## src/rtl/booth_wallace_pkg.sv

```systemverilog
package booth_wallace_pkg;

  typedef struct packed {
    logic neg;
    logic two;
    logic one;
  } bdigit_t;

  localparam int MAX_COLS = 128;

  function automatic int n_digits(int n);
    return (n + 1) / 2;
  endfunction

  // bits needed to hold a count of 0..h
  function automatic int cnt_bits(int h);
    int w;
    w = 0;
    while ((1 << w) <= h) w++;
    return w;
  endfunction

  // sign-extension constant: -sum_j 2^(n+2j) mod 2^(2n)
  function automatic logic [MAX_COLS-1:0] kvec(int n);
    logic [MAX_COLS-1:0] k;
    k = '0;
    for (int j = 0; j < n_digits(n); j++) k = k - (MAX_COLS'(1) << (n + 2 * j));
    return k;
  endfunction

  function automatic int h_init(int n, int c);
    logic [MAX_COLS-1:0] k;
    int h;
    k = kvec(n);
    h = 0;
    for (int j = 0; j < n_digits(n); j++)
      if (c >= 2 * j && c <= 2 * j + n) h++;
    if ((c % 2) == 0 && (c / 2) < n_digits(n)) h++;
    if (k[c]) h++;
    return h;
  endfunction

  // bits a column of height h sends k columns up
  function automatic int contrib(int h, int k);
    if (h <= 1) return (k == 0) ? h : 0;
    return (k < cnt_bits(h)) ? 1 : 0;
  endfunction

  // height of column c after s stages; c < 0 returns the stage maximum
  function automatic int h_at(int n, int s, int c);
    int h [MAX_COLS];
    int nh [MAX_COLS];
    int m;
    for (int t = 0; t < 2 * n; t++) h[t] = h_init(n, t);
    for (int st = 0; st < s; st++) begin
      for (int t = 0; t < 2 * n; t++) begin
        nh[t] = 0;
        for (int k = 0; k <= t; k++) nh[t] += contrib(h[t-k], k);
      end
      for (int t = 0; t < 2 * n; t++) h[t] = nh[t];
    end
    if (c >= 0) return h[c];
    m = 0;
    for (int t = 0; t < 2 * n; t++) if (h[t] > m) m = h[t];
    return m;
  endfunction

  // slot in column t (stage s+1) of the bit arriving from column t-k
  function automatic int h_off(int n, int s, int t, int k);
    int o;
    o = 0;
    for (int j = 0; j < k; j++)
      if (t - j >= 0) o += contrib(h_at(n, s, t - j), j);
    return o;
  endfunction

  function automatic int n_stages(int n);
    for (int s = 0; s < 16; s++)
      if (h_at(n, s, -1) <= 2) return s;
    return 16;
  endfunction

  function automatic int h_peak(int n);
    int m;
    m = 2;
    for (int s = 0; s <= n_stages(n); s++)
      if (h_at(n, s, -1) > m) m = h_at(n, s, -1);
    return m;
  endfunction

endpackage

```

## src/rtl/booth_enc.sv

```systemverilog
module booth_enc
  import booth_wallace_pkg::*;
(
  input  logic [2:0] trip_i,
  output bdigit_t    dig_o
);
  assign dig_o.neg = trip_i[2];
  assign dig_o.one = trip_i[1] ^ trip_i[0];
  assign dig_o.two = (trip_i[2] & ~trip_i[1] & ~trip_i[0]) |
                     (~trip_i[2] & trip_i[1] & trip_i[0]);
endmodule

```

## src/rtl/booth_ppgen.sv

```systemverilog
module booth_ppgen
  import booth_wallace_pkg::*;
#(
  parameter int unsigned N = 8
) (
  input  logic [N-1:0] a_i,
  input  bdigit_t      dig_i,
  output logic [N:0]   row_o
);
  logic [N:0] mag;

  always_comb begin
    if (dig_i.one)      mag = {a_i[N-1], a_i};
    else if (dig_i.two) mag = {a_i, 1'b0};
    else                mag = '0;
    // one's complement; the +1 is injected as a separate column bit
    row_o = mag ^ {(N+1){dig_i.neg}};
  end
endmodule

```

## src/rtl/col_counter.sv

```systemverilog
module col_counter #(
  parameter int unsigned M  = 3,
  parameter int unsigned OW = 2
) (
  input  logic [M-1:0]  bits_i,
  output logic [OW-1:0] cnt_o
);
  if (M == 2 && OW == 2) begin : g_ha
    assign cnt_o = {bits_i[1] & bits_i[0], bits_i[1] ^ bits_i[0]};
  end else if (M == 3 && OW == 2) begin : g_fa
    assign cnt_o = {(bits_i[0] & bits_i[1]) | (bits_i[2] & (bits_i[0] ^ bits_i[1])),
                    ^bits_i};
  end else begin : g_par
    // m:k parallel counter, truncated to OW bits at the top columns
    always_comb begin
      cnt_o = '0;
      for (int i = 0; i < int'(M); i++) cnt_o = cnt_o + OW'(bits_i[i]);
    end
  end
endmodule

```

## src/rtl/wallace_reduce.sv

```systemverilog
module wallace_reduce
  import booth_wallace_pkg::*;
#(
  parameter int unsigned N = 8,
  localparam int unsigned P = n_digits(N),
  localparam int unsigned W = 2 * N
) (
  input  logic [P-1:0][N:0] pp_i,
  input  logic [P-1:0]      neg_i,
  output logic [W-1:0]      row0_o,
  output logic [W-1:0]      row1_o
);
  localparam int NSTG = n_stages(N);
  localparam int HMAX = h_peak(N);
  localparam logic [MAX_COLS-1:0] KALL = kvec(N);

  logic [W-1:0][HMAX-1:0]      lvl0;
  wire  [NSTG:0][W-1:0][HMAX-1:0] lvl;
  logic unused_lvl;

  always_comb begin
    int idx;
    lvl0 = '0;
    for (int c = 0; c < int'(W); c++) begin
      idx = 0;
      for (int j = 0; j < int'(P); j++) begin
        if (c >= 2 * j && c <= 2 * j + int'(N)) begin
          lvl0[c][idx] = (c == 2 * j + int'(N)) ? ~pp_i[j][N] : pp_i[j][c-2*j];
          idx++;
        end
      end
      if ((c % 2) == 0 && (c / 2) < int'(P)) begin
        lvl0[c][idx] = neg_i[c/2];
        idx++;
      end
      if (KALL[c]) lvl0[c][idx] = 1'b1;
    end
  end

  assign lvl[0] = lvl0;

  for (genvar s = 0; s < NSTG; s++) begin : g_stg
    for (genvar c = 0; c < int'(W); c++) begin : g_col
      localparam int H  = h_at(N, s, c);
      localparam int HN = h_at(N, s + 1, c);
      localparam int CW = cnt_bits(H);
      localparam int OW = (CW < int'(W) - c) ? CW : int'(W) - c;
      if (H >= 2) begin : g_cnt
        logic [OW-1:0] cnt;
        col_counter #(.M(H), .OW(OW)) i_cnt (
          .bits_i(lvl[s][c][H-1:0]),
          .cnt_o (cnt)
        );
        for (genvar k = 0; k < OW; k++) begin : g_out
          localparam int OFS = h_off(N, s, c + k, k);
          assign lvl[s+1][c+k][OFS] = cnt[k];
        end
      end else if (H == 1) begin : g_pass
        assign lvl[s+1][c][0] = lvl[s][c][0];
      end
      for (genvar i = HN; i < HMAX; i++) begin : g_pad
        assign lvl[s+1][c][i] = 1'b0;
      end
    end
  end

  for (genvar c = 0; c < int'(W); c++) begin : g_rows
    assign row0_o[c] = lvl[NSTG][c][0];
    assign row1_o[c] = lvl[NSTG][c][1];
  end

  assign unused_lvl = ^lvl;
endmodule

```

## src/rtl/rca_adder.sv

```systemverilog
module rca_adder #(
  parameter int unsigned W = 16
) (
  input  logic [W-1:0] x_i,
  input  logic [W-1:0] y_i,
  output logic [W-1:0] s_o
);
  logic [W-1:1] cy;

  for (genvar i = 0; i < int'(W); i++) begin : g_bit
    if (i == 0) begin : g_ha
      assign s_o[0] = x_i[0] ^ y_i[0];
      assign cy[1]  = x_i[0] & y_i[0];
    end else if (i == int'(W) - 1) begin : g_top
      assign s_o[i] = x_i[i] ^ y_i[i] ^ cy[i];
    end else begin : g_fa
      assign s_o[i]  = x_i[i] ^ y_i[i] ^ cy[i];
      assign cy[i+1] = (x_i[i] & y_i[i]) | (cy[i] & (x_i[i] ^ y_i[i]));
    end
  end
endmodule

```

## src/rtl/booth_wallace_mul.sv

```systemverilog
module booth_wallace_mul
  import booth_wallace_pkg::*;
#(
  parameter int unsigned N       = 8,
  parameter bit          REG_OUT = 1'b1
) (
  input  logic           clk_i,
  input  logic           rst_ni,
  input  logic [N-1:0]   a_i,
  input  logic [N-1:0]   b_i,
  output logic [2*N-1:0] p_o
);
  localparam int unsigned P  = n_digits(N);
  localparam int unsigned NE = 2 * P;
  localparam int unsigned W  = 2 * N;

  logic [NE:0]       b_ext;
  bdigit_t [P-1:0]   dig;
  logic [P-1:0][N:0] pp;
  logic [P-1:0]      neg;
  logic [W-1:0]      row0, row1, sum;

  // sign-extend to an even width, append the implied 0 below bit 0
  assign b_ext = {NE'($signed(b_i)), 1'b0};

  for (genvar j = 0; j < int'(P); j++) begin : g_dig
    booth_enc i_enc (
      .trip_i(b_ext[2*j+2:2*j]),
      .dig_o (dig[j])
    );
    booth_ppgen #(.N(N)) i_pp (
      .a_i  (a_i),
      .dig_i(dig[j]),
      .row_o(pp[j])
    );
    assign neg[j] = dig[j].neg;
  end

  wallace_reduce #(.N(N)) i_red (
    .pp_i  (pp),
    .neg_i (neg),
    .row0_o(row0),
    .row1_o(row1)
  );

  rca_adder #(.W(W)) i_rca (
    .x_i(row0),
    .y_i(row1),
    .s_o(sum)
  );

  if (REG_OUT) begin : g_reg
    logic [W-1:0] p_q;
    always_ff @(posedge clk_i or negedge rst_ni) begin
      if (!rst_ni) p_q <= '0;
      else         p_q <= sum;
    end
    assign p_o = p_q;
  end else begin : g_comb
    logic unused_clk;
    assign unused_clk = clk_i ^ rst_ni;
    assign p_o = sum;
  end
endmodule

```

## config.mk

```make
export PLATFORM = sky130hd
export DESIGN_NAME = booth_wallace_mul
export DESIGN_NICKNAME = d
export VERILOG_FILES = /design/src/rtl/booth_wallace_pkg.sv /design/src/rtl/booth_enc.sv /design/src/rtl/booth_ppgen.sv /design/src/rtl/col_counter.sv /design/src/rtl/wallace_reduce.sv /design/src/rtl/rca_adder.sv /design/src/rtl/booth_wallace_mul.sv
export SDC_FILE = /design/constraint.sdc
export NUM_CORES = 1
export LEC_CHECK = 0
export ABC_AREA = 1
export ABC_CLOCK_PERIOD_IN_PS = 800
export CORE_MARGIN = 2
export CORE_UTILIZATION = 50
export DETAILED_ROUTE_END_ITERATION = 12
export PLACE_DENSITY = 0.83
export SYNTH_ARGS = -nofsm -noshare
export SYNTH_HDL_FRONTEND = slang
export SYNTH_SLANG_ARGS = --single-unit
```

## constraint.sdc

```tcl
create_clock -name clk_i -period 0.8 [get_ports clk_i]
set_input_delay 0.24 -clock clk_i [delete_from_list [all_inputs] [get_ports clk_i]]
set_output_delay 0.24 -clock clk_i [all_outputs]
set_load 0.02 [all_outputs]
```

Yosys cells after proc, flatten, opt, wreduce, memory -nomap -nowiden
Index checks and enable logic that the tools add are counted.
W data, S select, Z words.
- register bits after elaboration: 16
- input bits: 18
- output and inout port bits: 16
- word-level logic and storage cells: 189
- $add $sub $neg: 17
- muxes and demuxes: 8
- bitwise gates (word level): 154
- reduce and logical (&&, ||, !) cells: 9
- operators with widths (cell ; count):
    $mux W9 ; 8
    $and A1 B1 Y1 ; 65
    $xor A1 B1 Y1 ; 48
    $xor A9 B9 Y9 ; 4
    $reduce_xor A3 Y1 ; 9
    $or A1 B1 Y1 ; 23
    $add A2 B1 Y3 ; 5
    $add A3 B1 Y3 ; 5
    $not A1 Y1 ; 14
    $add A1 B1 Y2 ; 5
    $add A3 B1 Y3 const B ; 2

Logic depth before layout (Yosys ltp)
Gate-level depths: netlist (run 1).
- depth in word-level cells: 35
- gate-level depth with buffers: 27
- depth with buffers taken out: 26

By module
A second synthesis (run 1) with hierarchy kept.
- cells, all modules: 369
- area total of the unflattened synthesis: 2791.4 µm²
- by module, submodules not included (module ; times used ; cells an instance ; area each (µm²) ; sequential area each (µm²)):
    booth_ppgen ; 4 ; 55 ; 289.0 ; 0.0
    booth_wallace_mul ; 1 ; 17 ; 404.1 ; 400.4
    rca_adder ; 1 ; 29 ; 349.1 ; 0.0
    col_counter (i_red.g_stg[0].g_col[4].g_cnt.i_cnt ...) ; 3 ; 8 ; 63.8 ; 0.0
    col_counter (i_red.g_stg[0].g_col[10].g_cnt.i_cnt ...) ; 9 ; 1 ; 20.0 ; 0.0
    booth_enc ; 4 ; 8 ; 41.3 ; 0.0
    col_counter (i_red.g_stg[0].g_col[0].g_cnt.i_cnt ...) ; 12 ; 1 ; 12.5 ; 0.0
    col_counter (i_red.g_stg[0].g_col[6].g_cnt.i_cnt ...) ; 2 ; 8 ; 71.3 ; 0.0
    wallace_reduce ; 1 ; 10 ; 52.6 ; 0.0

Worst setup path before layout (run 1)
Ideal clock, no wire load.
- path type: input port to flip-flop
- start: input b_i[5]
- end: register g_reg.p_q[14], in the netlist p_o[14]
- setup time: 64 ps
- data arrival time: 5739 ps
- required time: 736 ps
- slack: -5003 ps
- stages on the path: 26
- buffers on the path: 2
- path through: buf_4 > nand3_1 > nand2_1 > inv_1 > buf_4 > nand4_1 > nand2_1 > inv_1 > fa_1 > inv_1 > fa_1 > fa_1 > inv_1 > fa_1 > fa_1 > inv_1 > fa_1 > inv_1 > fa_1 > fa_1 > fa_1 > fa_1 > inv_1 > fa_1 > fa_1 > inv_1
- longest elaborated chain between the ends: 29
- elaborated cells between the ends (all ways): 124
- classes of those cells: add/sub (13); mux (4); bitwise (99); reduce/logical (8)
- ends and longest elaborated chain (what ; line ; source):
    start, declared ; booth_wallace_mul.sv:10 ; input logic [N-1:0] b_i,
    $not A1 Y1 ; booth_enc.sv:9, booth_enc.sv:10 ;
    $and A1 B1 Y1 (2 in a row) ; booth_enc.sv:10 ; (~trip_i[2] & trip_i[1] & trip_i[0]);
    $or A1 B1 Y1 ; booth_enc.sv:9 ; assign dig_o.two = (trip_i[2] & ~trip_i[1] & ~trip_i[0]) |
    $mux W9 ; booth_ppgen.sv:14 ; else if (dig_i.two) mag = {a_i, 1'b0};
    $mux W9 ; booth_ppgen.sv:13 ; if (dig_i.one) mag = {a_i[N-1], a_i};
    $xor A9 B9 Y9 ; booth_ppgen.sv:17 ; row_o = mag ^ {(N+1){dig_i.neg}};
    $add A2 B1 Y3 or $reduce_xor A3 Y1 (tied branches) ; col_counter.sv:17, col_counter.sv:12 ;
    $add A3 B1 Y3 or $xor A1 B1 Y1 (tied branches) ; col_counter.sv:17, col_counter.sv:9 ;
    [... 13 more ...] ; - ;
    $and A1 B1 Y1 ; rca_adder.sv:18 ; assign cy[i+1] = (x_i[i] & y_i[i]) | (cy[i] & (x_i[i] ^ y_i[i]));
    $or A1 B1 Y1 ; rca_adder.sv:18 ;
    $and A1 B1 Y1 ; rca_adder.sv:18 ;
    $or A1 B1 Y1 ; rca_adder.sv:18 ;
    $and A1 B1 Y1 ; rca_adder.sv:18 ;
    $or A1 B1 Y1 ; rca_adder.sv:18 ;
    $xor A1 B1 Y1 * ; rca_adder.sv:17 ; assign s_o[i] = x_i[i] ^ y_i[i] ^ cy[i];
    named net i_rca.s_o[14] ; rca_adder.sv:6 ; output logic [W-1:0] s_o
    end signal, assigned ; booth_wallace_mul.sv:56 ; else p_q <= sum;
    end, declared ; booth_wallace_mul.sv:53 ; logic [W-1:0] p_q;
Mark *: on every way through the listed nets, which the timed path passes. The rest lies on a longest branch.

Worst setup path after layout (run 1)
- start: input b_i[4]
- end: register g_reg.p_q[14], in the netlist p_o[14]
- longest elaborated chain between the ends: 29
- elaborated cells between the ends (all ways): 115
- classes of those cells: add/sub (13); mux (2); bitwise (92); reduce/logical (8)
- ends and longest elaborated chain (what ; line):
    $not A1 Y1 ; booth_enc.sv:9
    $and A1 B1 Y1 (2 in a row) ; booth_enc.sv:9
    $or A1 B1 Y1 ; booth_enc.sv:9
    $mux W9 ; booth_ppgen.sv:14
    $mux W9 * ; booth_ppgen.sv:13
    $xor A9 B9 Y9 * ; booth_ppgen.sv:17
    $add A2 B1 Y3 or $reduce_xor A3 Y1 (tied branches) ; col_counter.sv:17, col_counter.sv:12
    $add A3 B1 Y3 or $xor A1 B1 Y1 (tied branches) ; col_counter.sv:17, col_counter.sv:9
    [... 13 more ...] ; -
    $and A1 B1 Y1 ; rca_adder.sv:18
    $or A1 B1 Y1 ; rca_adder.sv:18
    $and A1 B1 Y1 ; rca_adder.sv:18
    $or A1 B1 Y1 ; rca_adder.sv:18
    $and A1 B1 Y1 ; rca_adder.sv:18
    $or A1 B1 Y1 ; rca_adder.sv:18
    $xor A1 B1 Y1 * ; rca_adder.sv:17
    named net i_rca.s_o[14] ; rca_adder.sv:6
Marked as above.

==> results.md, run 1 <==
- DP HPWL: 4940 um
- Cell Area, Synth: 2400 sq um
- First-pass GRT wire length: 12,900 um
- Worst Path Max Fanout: 4
- Met3 routed WL: 588 um
- Worst vdd ir: 1.47 mV
- Max stage delay on crit path: 0.54 ns
- Mean Syn Cell Area: 7.29 sq um
- Post-route worst setup slack: -4.73 ns
- DRT Pass-1 Iters: 5
- Average wire per standard cell: 16.3 um
- Number of inserted diodes: 0
- Residual DRC: 0
- Worst Tran Pin Value: 0.316 ns
- RSZ-0062 raised after global routing: true
- Cell repeated most along the worst path: fa_2
- Root Buffer: clkbuf_8
- CP required: 0.99 ns
- Relative slew slack: 0.787
- DR WL met2: 4070 um
- Met1 WL: 3110 um
- Critical Path Slowest Stage Cell: fa_1
- Post-synthesis net count: 393
- Ys Warns: 0
- Fin cells: 493
- CORE AREA: 4660 sq um
- Clock sinks: 16
- GRT Overall Usage: 0.312
- Internal power: 4.43 mW
- Share of cells above drive strength 1: 0.442
- Clock-pin slew on the worst setup and hold paths: 0.07 ns
- Leak: 2.01 nW
- WL final: 8050 um
- CP endpoint kind: register
- Dpl cells: 455
- Setup crit start: b_i[4]
- Htree depth: 1
- Failing checks: negative setup slack
- Die W: 73.2 um
- CTS tree: done
- Max-cap viol count: 0
- CP bufs+invs: 9
- Power Density: 2060 nW/um^2
- P&R area growth vs syn: 59.8%
- Synth top area cells: fa_1 (18%), dfrtp_1 (17%), nand2_1 (15%)
- Final worst-path cycle share: 6.91
- Initial antenna violation count: 0
- CTS max path bufs: 2
- Logic pwr share: 0.732
- Max FFs per register: 16
- Crit Path Category: in -> reg
- Synth area leader: fa_1
- I/O pin count: 34
- Final Max Slew Viols: 0
- Top Layer Used: met4
- Grt ovf: 0
- # fillers: 265
- Leading cell types in the layout, fill and taps excluded: nand2_1 (84), buf_4 (70), inv_1 (40)
- Synth Register Bits: 16
- Crit path max-delay family: adder cells
- Row count: 25
- Switching Share: 0.439
- Vias/cell: 5.48
- Hold Path Class: in -> async
- Net Switching: 3.46 mW
- Via count: 2,703
- I/O Buffers: 33
- Min Tclk post-route: 5.53 ns
- Arr. time, crit path: 5.72 ns
- Sequential fraction of design power: 0.178
- Pin count of the biggest net entering global routing: 17
- Fin util: 0.822
- Setup-failing EPs final: 32
- Post-synthesis cell count: 329
- Clock network power share: 0.090
- Status: complete, but fails checks
- Post-DRT Antenna Nets: 0
- Synth unique cells: 25
- Die area: 5360 sq um
- First-iteration detailed-routing DRC count: 183
- Placer Congestion: 0.892
- Post-synth top area share: 0.184
- Commonest non-fill, non-tap cell in the layout: nand2_1
- Hold-fix buffers at CTS: 0
- Number of global-route vias before repair: 2,710
- F_max: 181 MHz
- Final #Nets: 504
- Final hold violations: 0
- Critical Path Start Type: input pin
- Die span in y: 73.2 um
- Total CTS buffers: 3
- Post-synthesis sequential area ratio: 0.167
- Initial Utilization: 0.514
[timing repair]
action	CTS	global route
setup buffers	34	2
setup endpoints to repair	32	32
resized for setup	192	41
pin swaps	27	20
[power by group through the flow]
stage | clock network, mW | registers [mW] | logic (mW)
global route | 0.746 | 1.44 | 6.37
floorplan | 0 | 1.80 | 2.59
detailed placement | 0 | 1.33 | 4.75
CTS | 0.711 | 1.39 | 5.19
finish | 0.711 | 1.40 | 5.77
global placement | 0 | 1.32 | 4.44
[how the worst max path moves through the flow]
stage | slack [ns] | depth (start not counted) | to
detailed placement | -5.41 | 27 | p_o[14]
finish | -4.73 | 27 | p_o[14]
CTS | -4.82 | 28 | p_o[14]
global placement | -5.27 | 27 | p_o[14]
global route | -4.87 | 27 | p_o[14]
floorplan | -4.65 | 26 | p_o[14]
[routing by layer]
layer	up-vias	global-route usage
met5	-	0
met4	0	0.121
met3	40	0.0442
met2	146	0.533
met1	1251	0.396
li1	1266	-
[cell usage after synthesis]
library cell / n
nand2_1: 96
inv_2: 3
o21ai_0: 10
ha_1: 24
dfrtp_1: 16
o21ai_2: 1
buf_6: 4
fa_1: 22
nor2_2: 1
inv_4: 1
clkinv_1: 1
nand4_1: 21
nand2_4: 3
nand3_2: 1
o211ai_1: 3
nor2_1: 6
inv_1: 58
a21oi_1: 4
xnor2_1: 2
buf_4: 4
nand3_1: 36
nor3_1: 1
nand2_2: 6
xor2_1: 3
buf_2: 2
[logic make-up (layout without fill, tap and decap cells)]
group	after synthesis	in the layout	synth area share
buffers and inverters	73	183	0.135
AO/OA/AOI/OAI	18	18	0.0423
flip-flops	16	16	0.167
AND/OR/NAND/NOR	171	171	0.328
XOR/XNOR	5	5	0.0183
adder cells (fa/ha/maj)	46	46	0.309
[through the flow]
step / setup TNS, ns / cell area [sq um] / hold WS (ns) / setup slack [ns] / power, mW
after floorplan: -39.65 / 2530 / -0.0556 / -4.65 / 4.39
after global placement: -54.79 / 3210 / 0.586 / -5.27 / 5.76
after detailed placement: -56.57 / 3210 / 0.590 / -5.41 / 6.08
after CTS: -43.97 / 3690 / 0.324 / -4.82 / 7.29
after global routing: -44.36 / 3830 / 0.341 / -4.87 / 8.55
final: -42.89 / 3830 / 0.315 / -4.73 / 7.89
[cell type report]
| cell class | count | area, sq um | area share |
|---|---|---|---|
| clock buffer | 4 | 55.1 | 0.0144 |
| multi-input combinational | 240 | 1990 | 0.520 |
| tap | 54 | 67.6 | 0.0176 |
| sequential | 16 | 400 | 0.105 |
| inverter | 63 | 262 | 0.0683 |
| timing repair buffer | 116 | 1050 | 0.275 |
Note: power is estimated with default switching activity, not from simulation.
==> run 2, diff against run 1 <==
Settings changed: CORE_UTILIZATION 50 to 53, PLACE_DENSITY 0.83 to 0.87.
==> results.md, run 2 (synthesis gave the netlist of run 1 again) <==
- Status: complete, but fails checks
- Failing checks: negative setup slack
- Clock sinks: 16 (unchanged)
- Hold Path Class: in -> async
- Grt ovf: 0 (unchanged)
- Commonest non-fill, non-tap cell in the layout: nand2_1
- Final #Nets: 504 (unchanged)
- Average wire per standard cell: 17.6 um (+8.0%)
- Max stage delay on crit path: 0.52 ns (-0.02 ns)
- Relative slew slack: 0.820 (+0.0333)
- Arr. time, crit path: 5.79 ns (+0.07 ns)
- Total CTS buffers: 3 (unchanged)
- Die area: 5080 sq um (-5.4%)
- First-pass GRT wire length: 13,300 um (+2.8%)
- DP HPWL: 5570 um (+13%)
- Clock-pin slew on the worst setup and hold paths: 0.07 ns (about the same)
- Power Density: 2090 nW/um^2 (+1.4%)
- Min Tclk post-route: 5.57 ns (+0.0398 ns)
- RSZ-0062 raised after global routing: true
- Initial Utilization: 0.551 (+0.0362)
- CP bufs+invs: 9 (unchanged)
- Root Buffer: clkbuf_8
- Worst vdd ir: 1.15 mV (-22%)
- Post-route worst setup slack: -4.77 ns (-0.0398 ns)
- CP required: 1.01 ns (+0.02 ns)
- Max FFs per register: 16 (unchanged)
- Number of global-route vias before repair: 2,820 (+4.1%)
- I/O Buffers: 33 (unchanged)
- Pin count of the biggest net entering global routing: 17 (unchanged)
- Via count: 2,807 (+3.8%)
- Worst Tran Pin Value: 0.268 ns (-0.0485 ns)
- I/O pin count: 34 (unchanged)
- Vias/cell: 5.72 (+4.3%)
- Final instance area: 3800 sq um (-0.72%)
- Htree depth: 1 (unchanged)
- Die W: 71.3 um (-2.7%)
- Critical Path Slowest Stage Cell: fa_1
- CTS tree: done
- Final Max Slew Viols: 0 (unchanged)
- Leading cell types in the layout, fill and taps excluded: nand2_1 (84), buf_4 (74), inv_1 (42)
- Crit Path Category: in -> reg
- Leak: 2.01 nW (about the same)
- Row count: 24 (-4.0%)
- Crit path max-delay family: adder cells
- Critical Path Start Type: input pin
- Setup-failing EPs final: 31 (-3.1%)
- P&R area growth vs syn: 58.7%
- Cell repeated most along the worst path: fa_2
- Hold Slack: 0.301 ns (-0.0136 ns)
- F_max: 179 MHz (-0.72%)
- Number of inserted diodes: 0 (unchanged)
- Hold-fix buffers at CTS: 0 (unchanged)
- Final hold violations: 0 (unchanged)
- Share of cells above drive strength 1: 0.435 (-0.00683)
- Initial antenna violation count: 0 (unchanged)
- CTS max path bufs: 2 (unchanged)
- WL final: 8660 um (+7.6%)
- Final worst-path cycle share: 6.96 (+0.0498)
- First-iteration detailed-routing DRC count: 261 (+43%)
- Die span in y: 71.3 um (-2.7%)
- # fillers: 226 (-15%)
- GRT Overall Usage: 0.341 (+0.0287)
- Placed Area: 3240 sq um (+1.1%)
- Residual DRC: 0 (unchanged)
- Post-DRT Antenna Nets: 0 (unchanged)
- Placer Congestion: 0.913 (+2.3%)
- DRT Pass-1 Iters: 5 (unchanged)
- Worst Path Max Fanout: 6 (+2)
- CORE AREA: 4350 sq um (-6.6%)
- Max-cap viol count: 0 (unchanged)
- CP endpoint kind: register
## run 2: cell types whose count changed in the layout (fill, tap and decap cells not counted), sizes merged
cell	change
clkdlybuf4s50	-1
dlymetal6s2s	+1
## run 2: worst max-delay path by stage
stage	from	end	slack, ns	cells after the start
floorplan	b_i[5]	p_o[14]	-4.65	26
global placement	b_i[3]	p_o[14]	-5.27	27
detailed placement	b_i[1]	p_o[14]	-5.46	25
CTS	b_i[3]	p_o[14]	-4.67	28
global route	a_i[5]	p_o[14]	-4.93	22
finish	b_i[3]	p_o[14]	-4.77	27
## run 2: through the flow
| stage | utilization | power [mW] | std cells | TNS, ns | worst slack [ns] |
|---|---|---|---|---|---|
| 2_1_floorplan | - | 4.39 | 329 | -39.65 | -4.65 |
| 3_3_place_gp | 0.744 | 5.78 | 458 | -54.86 | -5.27 |
| 3_5_place_dp | 0.744 | 6.29 | 458 | -57.16 | -5.46 |
| 4_1_cts | 0.857 | 7.53 | 491 | -42.49 | -4.67 |
| 5_1_grt | 0.874 | 8.52 | 491 | -44.74 | -4.93 |
| 6_report | 0.874 | 7.94 | 491 | -43.05 | -4.77 |
## run 2: layer usage
| metal | track usage | up-vias | routed length, um |
|---|---|---|---|
| li1 | - | 1272 | - |
| met1 | 0.401 | 1323 | 3150 |
| met2 | 0.615 | 169 | 4450 |
| met3 | 0.0577 | 43 | 732 |
| met4 | 0.134 | 0 | 329 |
| met5 | 0 | - | 0 |
## run 2: area by class of cell
type / count / area (sq um) / share of cell area
sequential: 16 / 400 / 0.105
timing repair buffer: 116 / 1040 / 0.272
multi-input combinational: 240 / 1990 / 0.523
clock buffer: 4 / 55.1 / 0.0145
inverter: 63 / 256 / 0.0674
tap: 52 / 65.1 / 0.0171
## run 2: where the power goes
part | internal, mW | leakage [nW] | switching, mW
logic | 2.75 | 1.80 | 3.03
registers | 1.23 | 0.186 | 0.157
clock network | 0.440 | 0.0288 | 0.333
total | 4.42 | 2.01 | 3.52
## run 2: what timing repair did
action,in CTS,in global routing
pin swaps,25,8
gates resized for setup,198,27
buffers inserted,29,3
endpoints found under the setup margin,32,31
